**src/rtl/flash_bus_pkg.sv**
```systemverilog
package flash_bus_pkg;

    localparam int FB_ADDR_W = 24;
    localparam int FB_DATA_W = 16;

    typedef enum logic [3:0] {
        S_IDLE,
        S_ADDR_SETUP,
        S_ADDR_LATCH,
        S_OE_WAIT,
        S_CAPTURE,
        S_WRITE_PULSE,
        S_BURST_LOAD,
        S_BURST_DATA,
        S_RECOVER
    } fb_state_e;

    typedef struct packed {
        logic ce_n;
        logic oe_n;
        logic we_n;
        logic adv_n;
    } fb_ctl_t;

    typedef struct packed {
        logic                 wr;
        logic [FB_ADDR_W-1:0] addr;
        logic [FB_DATA_W-1:0] wdata;
    } fb_req_t;

    function automatic int imax(input int a, input int b);
        return (a > b) ? a : b;
    endfunction

    // Output-enable dwell so that the OE, address and enable access times are all met
    function automatic int rd_wait(input int t_oe, input int t_acc, input int t_ce, input int setup);
        int m;
        m = imax(1, t_oe - 1);
        m = imax(m, t_acc - setup - 2);
        m = imax(m, t_ce - setup - 2);
        return m;
    endfunction

    function automatic fb_ctl_t ctl_of(input fb_state_e s);
        fb_ctl_t c;
        c = '1;
        case (s)
            S_ADDR_SETUP, S_BURST_LOAD: begin
                c.ce_n = 1'b0; c.adv_n = 1'b0;
            end
            S_ADDR_LATCH: c.ce_n = 1'b0;
            S_OE_WAIT, S_CAPTURE, S_BURST_DATA: begin
                c.ce_n = 1'b0; c.oe_n = 1'b0;
            end
            S_WRITE_PULSE: begin
                c.ce_n = 1'b0; c.we_n = 1'b0;
            end
            default: c = '1;
        endcase
        return c;
    endfunction

endpackage

```
**src/rtl/flash_wait_ctr.sv**
```systemverilog
module flash_wait_ctr #(
    parameter int W = 4
) (
    input  logic         clk,
    input  logic         rst,
    input  logic         load,
    input  logic [W-1:0] load_val,
    input  logic         dec,
    output logic         last
);
    logic [W-1:0] val_q;

    always_ff @(posedge clk) begin
        if (rst)
            val_q <= '0;
        else if (load)
            val_q <= load_val;
        else if (dec && (val_q != '0))
            val_q <= val_q - 1'b1;
    end

    assign last = (val_q == '0);
endmodule

```
**src/rtl/flash_rst_gen.sv**
```systemverilog
module flash_rst_gen #(
    parameter int CYC = 4
) (
    input  logic clk,
    input  logic rst,
    output logic dev_rst_n,
    output logic settled
);
    localparam int W = $clog2(CYC + 1);
    logic [W-1:0] hold_q;

    always_ff @(posedge clk) begin
        if (rst)
            hold_q <= W'(CYC);
        else if (hold_q != '0)
            hold_q <= hold_q - 1'b1;
    end

    assign dev_rst_n = (hold_q == '0);
    assign settled   = (hold_q == '0);
endmodule

```
**src/rtl/flash_bus_ctrl.sv**
```systemverilog
module flash_bus_ctrl
    import flash_bus_pkg::*;
#(
    parameter int LEN_W     = 4,
    parameter int RST_CYC   = 4,
    parameter int SETUP_CYC = 2,
    parameter int T_OE      = 3,
    parameter int T_ACC     = 7,
    parameter int T_CE      = 7,
    parameter int WP_CYC    = 3,
    parameter int REC_CYC   = 2,
    parameter int BURST_LAT = 1
) (
    input  logic                 clk,
    input  logic                 rst,
    input  logic                 req_valid,
    output logic                 req_ready,
    input  logic                 req_write,
    input  logic                 req_burst,
    input  logic [23:0]          req_addr,
    input  logic [15:0]          req_wdata,
    input  logic [LEN_W-1:0]     req_len,
    output logic                 rsp_valid,
    output logic [15:0]          rsp_data,
    output logic                 done,
    output logic                 fl_rst_n,
    output logic                 fl_clk,
    output logic                 fl_ce_n,
    output logic                 fl_oe_n,
    output logic                 fl_we_n,
    output logic                 fl_adv_n,
    output logic [23:0]          fl_addr,
    output logic [15:0]          fl_dq_out,
    output logic                 fl_dq_oe,
    input  logic [15:0]          fl_dq_in
);
    localparam int RD_WAIT = rd_wait(T_OE, T_ACC, T_CE, SETUP_CYC);
    localparam int MAX_DUR = imax(imax(imax(SETUP_CYC, RD_WAIT), imax(WP_CYC, REC_CYC)),
                                  imax(BURST_LAT, 2));
    localparam int CNT_W   = $clog2(MAX_DUR + 1);

    fb_state_e         state_q, state_d;
    fb_req_t           rq_q;
    logic              ph_q, ph_d;
    logic [LEN_W-1:0]  left_q;
    logic              rsp_valid_q, done_q;
    logic [15:0]       rsp_data_q;
    logic              cnt_ld, cnt_dec, cnt_last;
    logic [CNT_W-1:0]  cnt_val;
    logic              accept, cap, settled;
    fb_ctl_t           ctl;

    flash_rst_gen #(.CYC(RST_CYC)) u_rst (
        .clk(clk), .rst(rst), .dev_rst_n(fl_rst_n), .settled(settled)
    );

    flash_wait_ctr #(.W(CNT_W)) u_wait (
        .clk(clk), .rst(rst), .load(cnt_ld), .load_val(cnt_val),
        .dec(cnt_dec), .last(cnt_last)
    );

    assign req_ready = (state_q == S_IDLE) && settled;

    always_comb begin
        state_d = state_q;
        ph_d    = 1'b0;
        cnt_ld  = 1'b0;
        cnt_val = '0;
        cnt_dec = 1'b0;
        accept  = 1'b0;
        cap     = 1'b0;
        case (state_q)
            S_IDLE: begin
                if (req_valid && settled) begin
                    accept = 1'b1;
                    cnt_ld = 1'b1;
                    if (req_burst && !req_write) begin
                        state_d = S_BURST_LOAD;
                        cnt_val = CNT_W'(1);
                    end else begin
                        state_d = S_ADDR_SETUP;
                        cnt_val = CNT_W'(SETUP_CYC - 1);
                    end
                end
            end
            S_ADDR_SETUP: begin
                cnt_dec = 1'b1;
                if (cnt_last) state_d = S_ADDR_LATCH;
            end
            S_ADDR_LATCH: begin
                cnt_ld = 1'b1;
                if (rq_q.wr) begin
                    state_d = S_WRITE_PULSE;
                    cnt_val = CNT_W'(WP_CYC - 1);
                end else begin
                    state_d = S_OE_WAIT;
                    cnt_val = CNT_W'(RD_WAIT - 1);
                end
            end
            S_OE_WAIT: begin
                cnt_dec = 1'b1;
                if (cnt_last) state_d = S_CAPTURE;
            end
            S_CAPTURE: begin
                cap     = 1'b1;
                state_d = S_RECOVER;
                cnt_ld  = 1'b1;
                cnt_val = CNT_W'(REC_CYC - 1);
            end
            S_WRITE_PULSE: begin
                cnt_dec = 1'b1;
                if (cnt_last) begin
                    state_d = S_RECOVER;
                    cnt_ld  = 1'b1;
                    cnt_val = CNT_W'(REC_CYC - 1);
                end
            end
            S_BURST_LOAD: begin
                ph_d    = ~ph_q;
                cnt_dec = 1'b1;
                if (cnt_last) begin
                    state_d = S_BURST_DATA;
                    cnt_ld  = 1'b1;
                    cnt_val = CNT_W'(BURST_LAT);
                end
            end
            S_BURST_DATA: begin
                ph_d = ~ph_q;
                if (ph_q) begin
                    if (!cnt_last) begin
                        cnt_dec = 1'b1;
                    end else begin
                        cap = 1'b1;
                        if (left_q == '0) begin
                            state_d = S_RECOVER;
                            cnt_ld  = 1'b1;
                            cnt_val = CNT_W'(REC_CYC - 1);
                        end
                    end
                end
            end
            S_RECOVER: begin
                cnt_dec = 1'b1;
                if (cnt_last) state_d = S_IDLE;
            end
            default: state_d = S_IDLE;
        endcase
    end

    always_ff @(posedge clk) begin
        if (rst) begin
            state_q     <= S_IDLE;
            ph_q        <= 1'b0;
            left_q      <= '0;
            rsp_valid_q <= 1'b0;
            done_q      <= 1'b0;
        end else begin
            state_q     <= state_d;
            ph_q        <= ph_d;
            rsp_valid_q <= cap;
            done_q      <= (state_d == S_RECOVER) && (state_q != S_RECOVER);
            if (accept)
                left_q <= req_len;
            else if (cap && (left_q != '0))
                left_q <= left_q - 1'b1;
        end
    end

    always_ff @(posedge clk) begin
        if (accept) begin
            rq_q.wr    <= req_write;
            rq_q.addr  <= req_addr;
            rq_q.wdata <= req_wdata;
        end
        if (cap)
            rsp_data_q <= fl_dq_in;
    end

    assign ctl       = ctl_of(state_q);
    assign fl_ce_n   = ctl.ce_n;
    assign fl_oe_n   = ctl.oe_n;
    assign fl_we_n   = ctl.we_n;
    assign fl_adv_n  = ctl.adv_n;
    assign fl_clk    = ph_q;
    assign fl_addr   = rq_q.addr;
    assign fl_dq_out = rq_q.wdata;
    assign fl_dq_oe  = (state_q == S_WRITE_PULSE);
    assign rsp_valid = rsp_valid_q;
    assign rsp_data  = rsp_data_q;
    assign done      = done_q;

    p_we_oe_excl_r10: assert property (@(posedge clk) disable iff (rst)
        !(!fl_we_n && !fl_oe_n));
    p_dq_needs_ce_r10: assert property (@(posedge clk) disable iff (rst)
        fl_dq_oe |-> !fl_ce_n);
    p_addr_hold_r3: assert property (@(posedge clk) disable iff (rst)
        ($rose(fl_adv_n) && !fl_ce_n) |-> $stable(fl_addr));
    p_ready_rst_r2: assert property (@(posedge clk) disable iff (rst)
        !fl_rst_n |-> !req_ready);
    p_done_pulse_r8: assert property (@(posedge clk) disable iff (rst)
        done |=> !done);
    p_rsp_after_oe_r4: assert property (@(posedge clk) disable iff (rst)
        rsp_valid |-> $past(!fl_oe_n));
    p_clk_toggle_r7: assert property (@(posedge clk) disable iff (rst)
        fl_clk |=> !fl_clk);
endmodule

```
**config.mk**
```make
export PLATFORM = sky130hd
export DESIGN_NAME = flash_bus_ctrl
export DESIGN_NICKNAME = d
export VERILOG_FILES = /design/src/rtl/flash_bus_pkg.sv /design/src/rtl/flash_wait_ctr.sv /design/src/rtl/flash_rst_gen.sv /design/src/rtl/flash_bus_ctrl.sv
export SDC_FILE = /design/constraint.sdc
export NUM_CORES = 1
export LEC_CHECK = 0
export ABC_AREA = 1
export BUFFER_PORTS_ARGS = -buffer_cell sky130_fd_sc_hd__buf_2
export CAP_MARGIN = 30
export CORE_UTILIZATION = 40
export DETAILED_ROUTE_END_ITERATION = 7
export GPL_TIMING_DRIVEN = 0
export PLACE_DENSITY = 0.69
export SLEW_MARGIN = 20
export SYNTH_ARGS = -nofsm -noshare
export SYNTH_HDL_FRONTEND = slang
export SYNTH_HIERARCHICAL = 1
export SYNTH_SLANG_ARGS = --single-unit
```
**constraint.sdc**
```tcl
create_clock -name clk -period 2.5 [get_ports clk]
set_input_delay 0.25 -clock clk [delete_from_list [all_inputs] [get_ports clk]]
set_output_delay 0.25 -clock clk [all_outputs]
set_load 0.01 [all_outputs]
```
==> impl_metrics.toml, run 1 <==
[critical_path]
critPathMaxFanout = 49
worstSetupPathType = "reg -> reg"
crit_required_ns = 2.73
arrival_ns = 2.44
max_stage_delay_ns = 0.62
start_kind = "flop"
path_cells = "inv_1, ha_1, inv_2, nor2_2, buf_4, nand2_1, nor2_8, o21ai_0, nor2_1, nor2_1"
crit_slowest_cell = "nor2_8"
crit_top_cell = "nor2_1"
endpoint_kind = "flop"

[cells_and_area]
syn2layout_area_growth_pct = 32.1
mostFrequentLayoutCell = "buf_2"
fin_nets = 491
fin_cells = 526
drive_gt1_share_pct = 46.4
layout_common_cells = "buf_2 (130), edfxtp_1 (57), nand2_1 (44), buf_4 (41), inv_1 (34)"
fin_util_pct = 55.6
antenna_cells = 0

[floorplan]
dieArea_um2 = 8100
initial_utilization_pct = 42.1
io_pins = 131
die_h_um = 90.0
coreArea_um2 = 7370
num_rows = 31
fp.dieW_um = 90.0

[drt]
wl_per_cell_um = 11.4
drt_iter0_markers = 85
vias_per_cell = 4.21
drc = 0
ant_nets = 0
routed_wl_um = 5980
dr.pass1.iters = 4
vias = 2216

[sta]
skew_ns = 0.00809
worst_slew_pin_slew_ns = 0.752
fin_crit_ns = 2.20
finalSetupViolations = 0
finalCritPeriodShare_pct = 88.1
drv_slew = 0
finalSetupTns_ns = 0
hold_viol = 0
max_freq_ghz = 0.454
rsz0062_at_grt = "false"
slew_headroom_pct = 49.8

[synth]
yosysTopAreaCell = "edfxtp_1"
yosysWarnings = 6
yosysTopAreaCellShare_pct = 55.2
ys_ff_latch = 73
yosysSeqAreaShare_pct = 65.6
synthCells = 281
syn_area_per_cell_um2 = 11.0
ys_types = 20
ys_top_cells_by_area = "edfxtp_1 (55%), dfxtp_1 (10%), buf_4 (9.9%)"
synthesis.nets = 350
syn_area_um2 = 3100

[pwr]
p_leak_nw = 1.94
power_density_nw_per_um2 = 919
ir_drop_mv = 0.463

[global_routing]
grt-ovfl-total = 0
grt_usage_pct = 15.3
grt_pass1_wl_um = 9730
grt_antenna_before_repair = 0
grt_pass1_vias = 2119
grt_max_degree = 50

[placed_design]
place.gp.congestion = 0.875
io_buffers = 130
dp_hpwl_um = 4560
place_inst = 510

[clocking]
cts_resized = 0
cts_setup_buffers = 0
cts_max_level = 3
cts_hold_buffers = 0
root_buffer = "clkbuf_8"
cts_tree = "done"
cts_inserted_buffers = 9
cts_buffer_depth = 2
clkSlewWorstSetupHoldPaths_ns = 0.08
clk_latency_ns = 0.33
clock_sinks = 73

[outcome]
outcome = "complete, no violations"

[hold_path]
hp-class = "in -> reg"

[run]
drv_cap = 0
==> worst max-delay path: cells and delay by family (launching register included) <==
kind | cells | cell delay, ns
buffers and inverters | 3 | 0.29
flip-flops | 1 | 0.30
adder cells (fa/ha/maj) | 1 | 0.21
AND/OR/NAND/NOR | 5 | 1.08
AO/OA/AOI/OAI | 1 | 0.18
==> cell type report <==
| cell class | instances | area [um^2] |
|---|---|---|
| fill | 683 | 3280 |
| tap | 99 | 124 |
| multi-input combinational | 129 | 617 |
| sequential | 73 | 2030 |
| clock buffer | 10 | 128 |
| buffer | 42 | 312 |
| timing repair buffer | 130 | 651 |
| clock inverter | 6 | 92.6 |
| inverter | 37 | 139 |
==> sequential cells by signal, summed over array words and instances (netlist names) <==
| name | flops |
|---|---|
| rsp_data | 16 |
| fl_clk | 1 |
| state_q | 4 |
| left_q | 4 |
| rq_q | 1 |
| rsp_valid | 1 |
| done | 1 |
| fl_addr | 24 |
| fl_dq_out | 16 |
| u_wait/val_q | 2 |
| u_rst/hold_q | 3 |
==> cells in the mapped netlist <==
cell,number
a21oi_1,3
buf_4,41
clkbuf_1,1
dfxtp_1,16
edfxtp_1,57
ha_1,4
inv_1,34
inv_2,3
nand2_1,44
nand2_2,5
nand3_1,21
nand3b_1,1
nand4_1,2
nor2_1,31
nor2_2,3
nor2_8,1
nor3_1,3
nor4_1,1
o21ai_0,9
xnor2_1,1
==> final timing paths <==
check | startpoint | to | slack, ns | cells after the start
setup / recovery | u_rst/hold_q[0] | left_q[2] | 0.30 | 10
hold / removal | req_addr[23] | fl_addr[23] | 0.08 | 1
setup reg to reg | u_rst/hold_q[0] | left_q[2] | 0.30 | 10
hold reg to reg | fl_clk | fl_clk | 0.49 | 1
==> layer usage <==
| metal | track usage [%] | part of all wire, % | vias up |
|---|---|---|---|
| met1 | 18.2 | 43 | 978 |
| met2 | 26.2 | 50 | 78 |
| met3 | 3.64 | 6.0 | 4 |
| met5 | 0 | 0 | - |
| met4 | 6.59 | 0.97 | 0 |
| li1 | - | - | 1156 |
==> logic make-up after synthesis <==
logic type | Yosys count | synth area share (%)
simple gates | 112 | 16.1
buf+inv | 79 | 14.5
flops | 73 | 65.6
compound gates | 12 | 1.94
fa+ha+maj | 4 | 1.61
xor+xnor | 1 | 0.283
==> where the power goes <==
part	switching, mW	internal (mW)
Combinational	0.709	0.452
Clock	0.438	0.567
Sequential	0.0722	1.53
==> metrics by stage <==
| stage | setup WS (ns) | hold WS [ns] | total power [mW] | area (um^2) |
|---|---|---|---|---|
| after floorplan | 0.547 | 0.342 | 2.45 | 3100 |
| after global routing | 0.0648 | 0.0578 | 4.02 | 4090 |
| after detailed placement | 0.250 | 0.428 | 2.79 | 3870 |
| final | 0.299 | 0.0842 | 3.76 | 4090 |
| after CTS | 0.229 | 0.0621 | 3.81 | 4090 |
| after global placement | 0.326 | 0.426 | 2.76 | 3870 |
(Power assumes the default switching activity.)
==> run 2: changes to the inputs <==
- ABC_AREA: 1 -> 0
==> impl_metrics.toml, run 2 <==
[outcome]
outcome = "complete, no violations"

[drt]
dr.pass1.iters = 4
wl_per_cell_um = 12.5
drt_iter0_markers = 63
vias_per_cell = 4.49
ant_nets = 0
vias = 2149
drc = 0
routed_wl_um = 6010

[pwr]
power_density_nw_per_um2 = 814
p_leak_nw = 1.79
ir_drop_mv = 0.472

[cells_and_area]
mostFrequentLayoutCell = "buf_2"
layout_common_cells = "buf_2 (130), edfxtp_1 (57), buf_4 (41), dfxtp_1 (16), nand2_1 (13)"
drive_gt1_share_pct = 52.9
largest_reg_flops = 24
syn2layout_area_growth_pct = 32.8
regArea_um2 = 2030
fin_cells = 479
antenna_cells = 0
multi_input_area_um2 = 713
final_area_um2 = 4170
fin_util_pct = 56.3
fillers = 657
fin_nets = 444

[synth]
synth_most_common_cell = "edfxtp_1"
synthCells = 233
yosysTopAreaCellShare_pct = 54.5
ys_ff_latch = 73
ys_top_cells_by_area = "edfxtp_1 (54%), dfxtp_1 (10%), buf_4 (9.8%)"
synth_flop_cell = "edfxtp_1"
yosysTopAreaCell = "edfxtp_1"
synthTopCellsByCount = "edfxtp_1 (57), buf_4 (41), dfxtp_1 (16)"
syn_area_um2 = 3140
yosysWarnings = 6
synthArstFlopShare_pct = 0
ys_types = 53
yosysSeqAreaShare_pct = 64.6
synthesis.nets = 302
syn_area_per_cell_um2 = 13.5
synth_edf_count = 57

[critical_path]
start_kind = "flop"
max_stage_delay_ns = 0.39
r2r-end = "u_wait/val_q[0]"
r2r_start = "u_wait/val_q[0]"
arrival_ns = 1.80
path_buf_inv = 3
worstSetupPathType = "reg -> out"
critPathMaxFanout = 10
path_cells = "clkbuf_1, nand2_1, or2_2, inv_1, buf_2"
r2r_slack_ns = 0.51
crit_family = "simple AND/OR/NAND/NOR gates"
endpoint_kind = "output pin"
crit_required_ns = 2.25
r2r_cells = 9
crit_slowest_cell = "dfxtp_1"

[global_routing]
grt-ovfl-total = 0
grt_pass1_vias = 2005
grt_max_degree = 46
grt_pass1_wl_um = 9320
grt_antenna_before_repair = 0
grt_usage_pct = 14.6

[clocking]
cts_hold_buffers = 0
cts_setup_buffers = 0
clk_latency_ns = 0.34
cts_buffer_depth = 2
cts_max_level = 3
cts_tree = "done"
clkSlewWorstSetupHoldPaths_ns = 0.08
clock_sinks = 73
cts_resized = 0
cts_inserted_buffers = 9
root_buffer = "clkbuf_8"

[sta]
skew_ns = 0.0137
worst_slew_pin_slew_ns = 0.593
finalSetupTns_ns = 0
slew_headroom_pct = 60.4
fin_crit_ns = 2.05
drv_slew = 0
finalCritPeriodShare_pct = 81.9
max_freq_ghz = 0.488
rsz0062_at_grt = "false"
setup_ws_ns = 0.453
finalSetupViolations = 0
hold_viol = 0

[hold_path]
whs_path_depth = 1
whs_endpoint = "fl_dq_out[2]"
min-delay-start = "req_wdata[2]"
hp-class = "in -> reg"

[placed_design]
dp_hpwl_um = 4370
place_inst = 462
postPlaceCellArea_um2 = 3920
io_buffers = 130
dp_slack_ns = 0.0277
place.gp.congestion = 0.930

[floorplan]
coreArea_um2 = 7410
die_h_um = 90.6
initial_utilization_pct = 42.4
io_pins = 131
dieArea_um2 = 8220
fp.dieW_um = 90.6
num_rows = 31

[run]
drv_cap = 0
==> run 2: cell types whose count changed after synthesis, sizes merged, moves of 3 or more <==
cell | before | now
nand2 | 49 | 13
nor2 | 35 | 10
inv | 37 | 13
nand3 | 21 | 2
nor2b | 0 | 6
o21ai | 9 | 4
a211oi | 0 | 4
clkbuf | 1 | 5
nand2b | 0 | 4
nor3b | 0 | 4
or3 | 0 | 4
nor4 | 1 | 4
==> run 2: cell type report <==
| type | count | share of cell area [%] |
|---|---|---|
| Clock buffer | 11 | 3.15 |
| Timing Repair Buffer | 131 | 16.1 |
| Clock inverter | 5 | 2.49 |
| Inverter | 13 | 1.17 |
| Buffer | 48 | 8.37 |
| Tap cell | 99 | 2.97 |
| Multi-Input combinational cell | 99 | 17.1 |
| Sequential cell | 73 | 48.7 |
==> run 2: routing by layer <==
metal  GRT usage (%)  vias to the layer above  part of all wire, %
li1                -                     1082                    -
met1            18.0                      950                   45
met2            23.6                      111                   46
met3            5.81                        6                  9.3
met4            4.03                        0                 0.60
met5               0                        -                    0
==> run 2: worst max path at each step <==
stage | end | cells after the start | from | slack (ns)
after CTS | u_wait/val_q[0] | 11 | u_rst/hold_q[0] | 0.01
final | fl_dq_oe | 5 | state_q[2] | 0.45
after floorplan | u_wait/val_q[0] | 11 | u_rst/hold_q[0] | 0.39
after global routing | u_wait/val_q[0] | 9 | left_q[0] | 0.32
after detailed placement | u_wait/val_q[0] | 11 | u_rst/hold_q[0] | 0.03
after global placement | u_wait/val_q[0] | 11 | u_rst/hold_q[0] | 0.09
==> run 2: metrics by stage <==
stage | hold WS [ns] | power, mW
floorplan | 0.315 | 2.09
global placement | 0.426 | 2.30
detailed placement | 0.428 | 2.33
CTS | 0.0683 | 3.42
global route | 0.0527 | 3.57
finish | 0.0821 | 3.40
==> run 2: cells by family (layout without fill, tap and decap cells) <==
| group | count (synthesis) | after routing | share of synthesized area [%] |
|---|---|---|---|
| mux | 3 | 3 | 1.11 |
| flops | 73 | 73 | 64.6 |
| fa+ha+maj | 4 | 4 | 1.59 |
| simple gates | 61 | 61 | 11.9 |
| buf+inv | 61 | 208 | 12.7 |
| xor+xnor | 3 | 3 | 0.836 |
| compound gates | 28 | 28 | 7.21 |
==> run 2: report_power, final <==
part / internal, mW / switching [mW]
sequential: 1.47 / 0.0561
combinational: 0.378 / 0.403
clock: 0.664 / 0.423
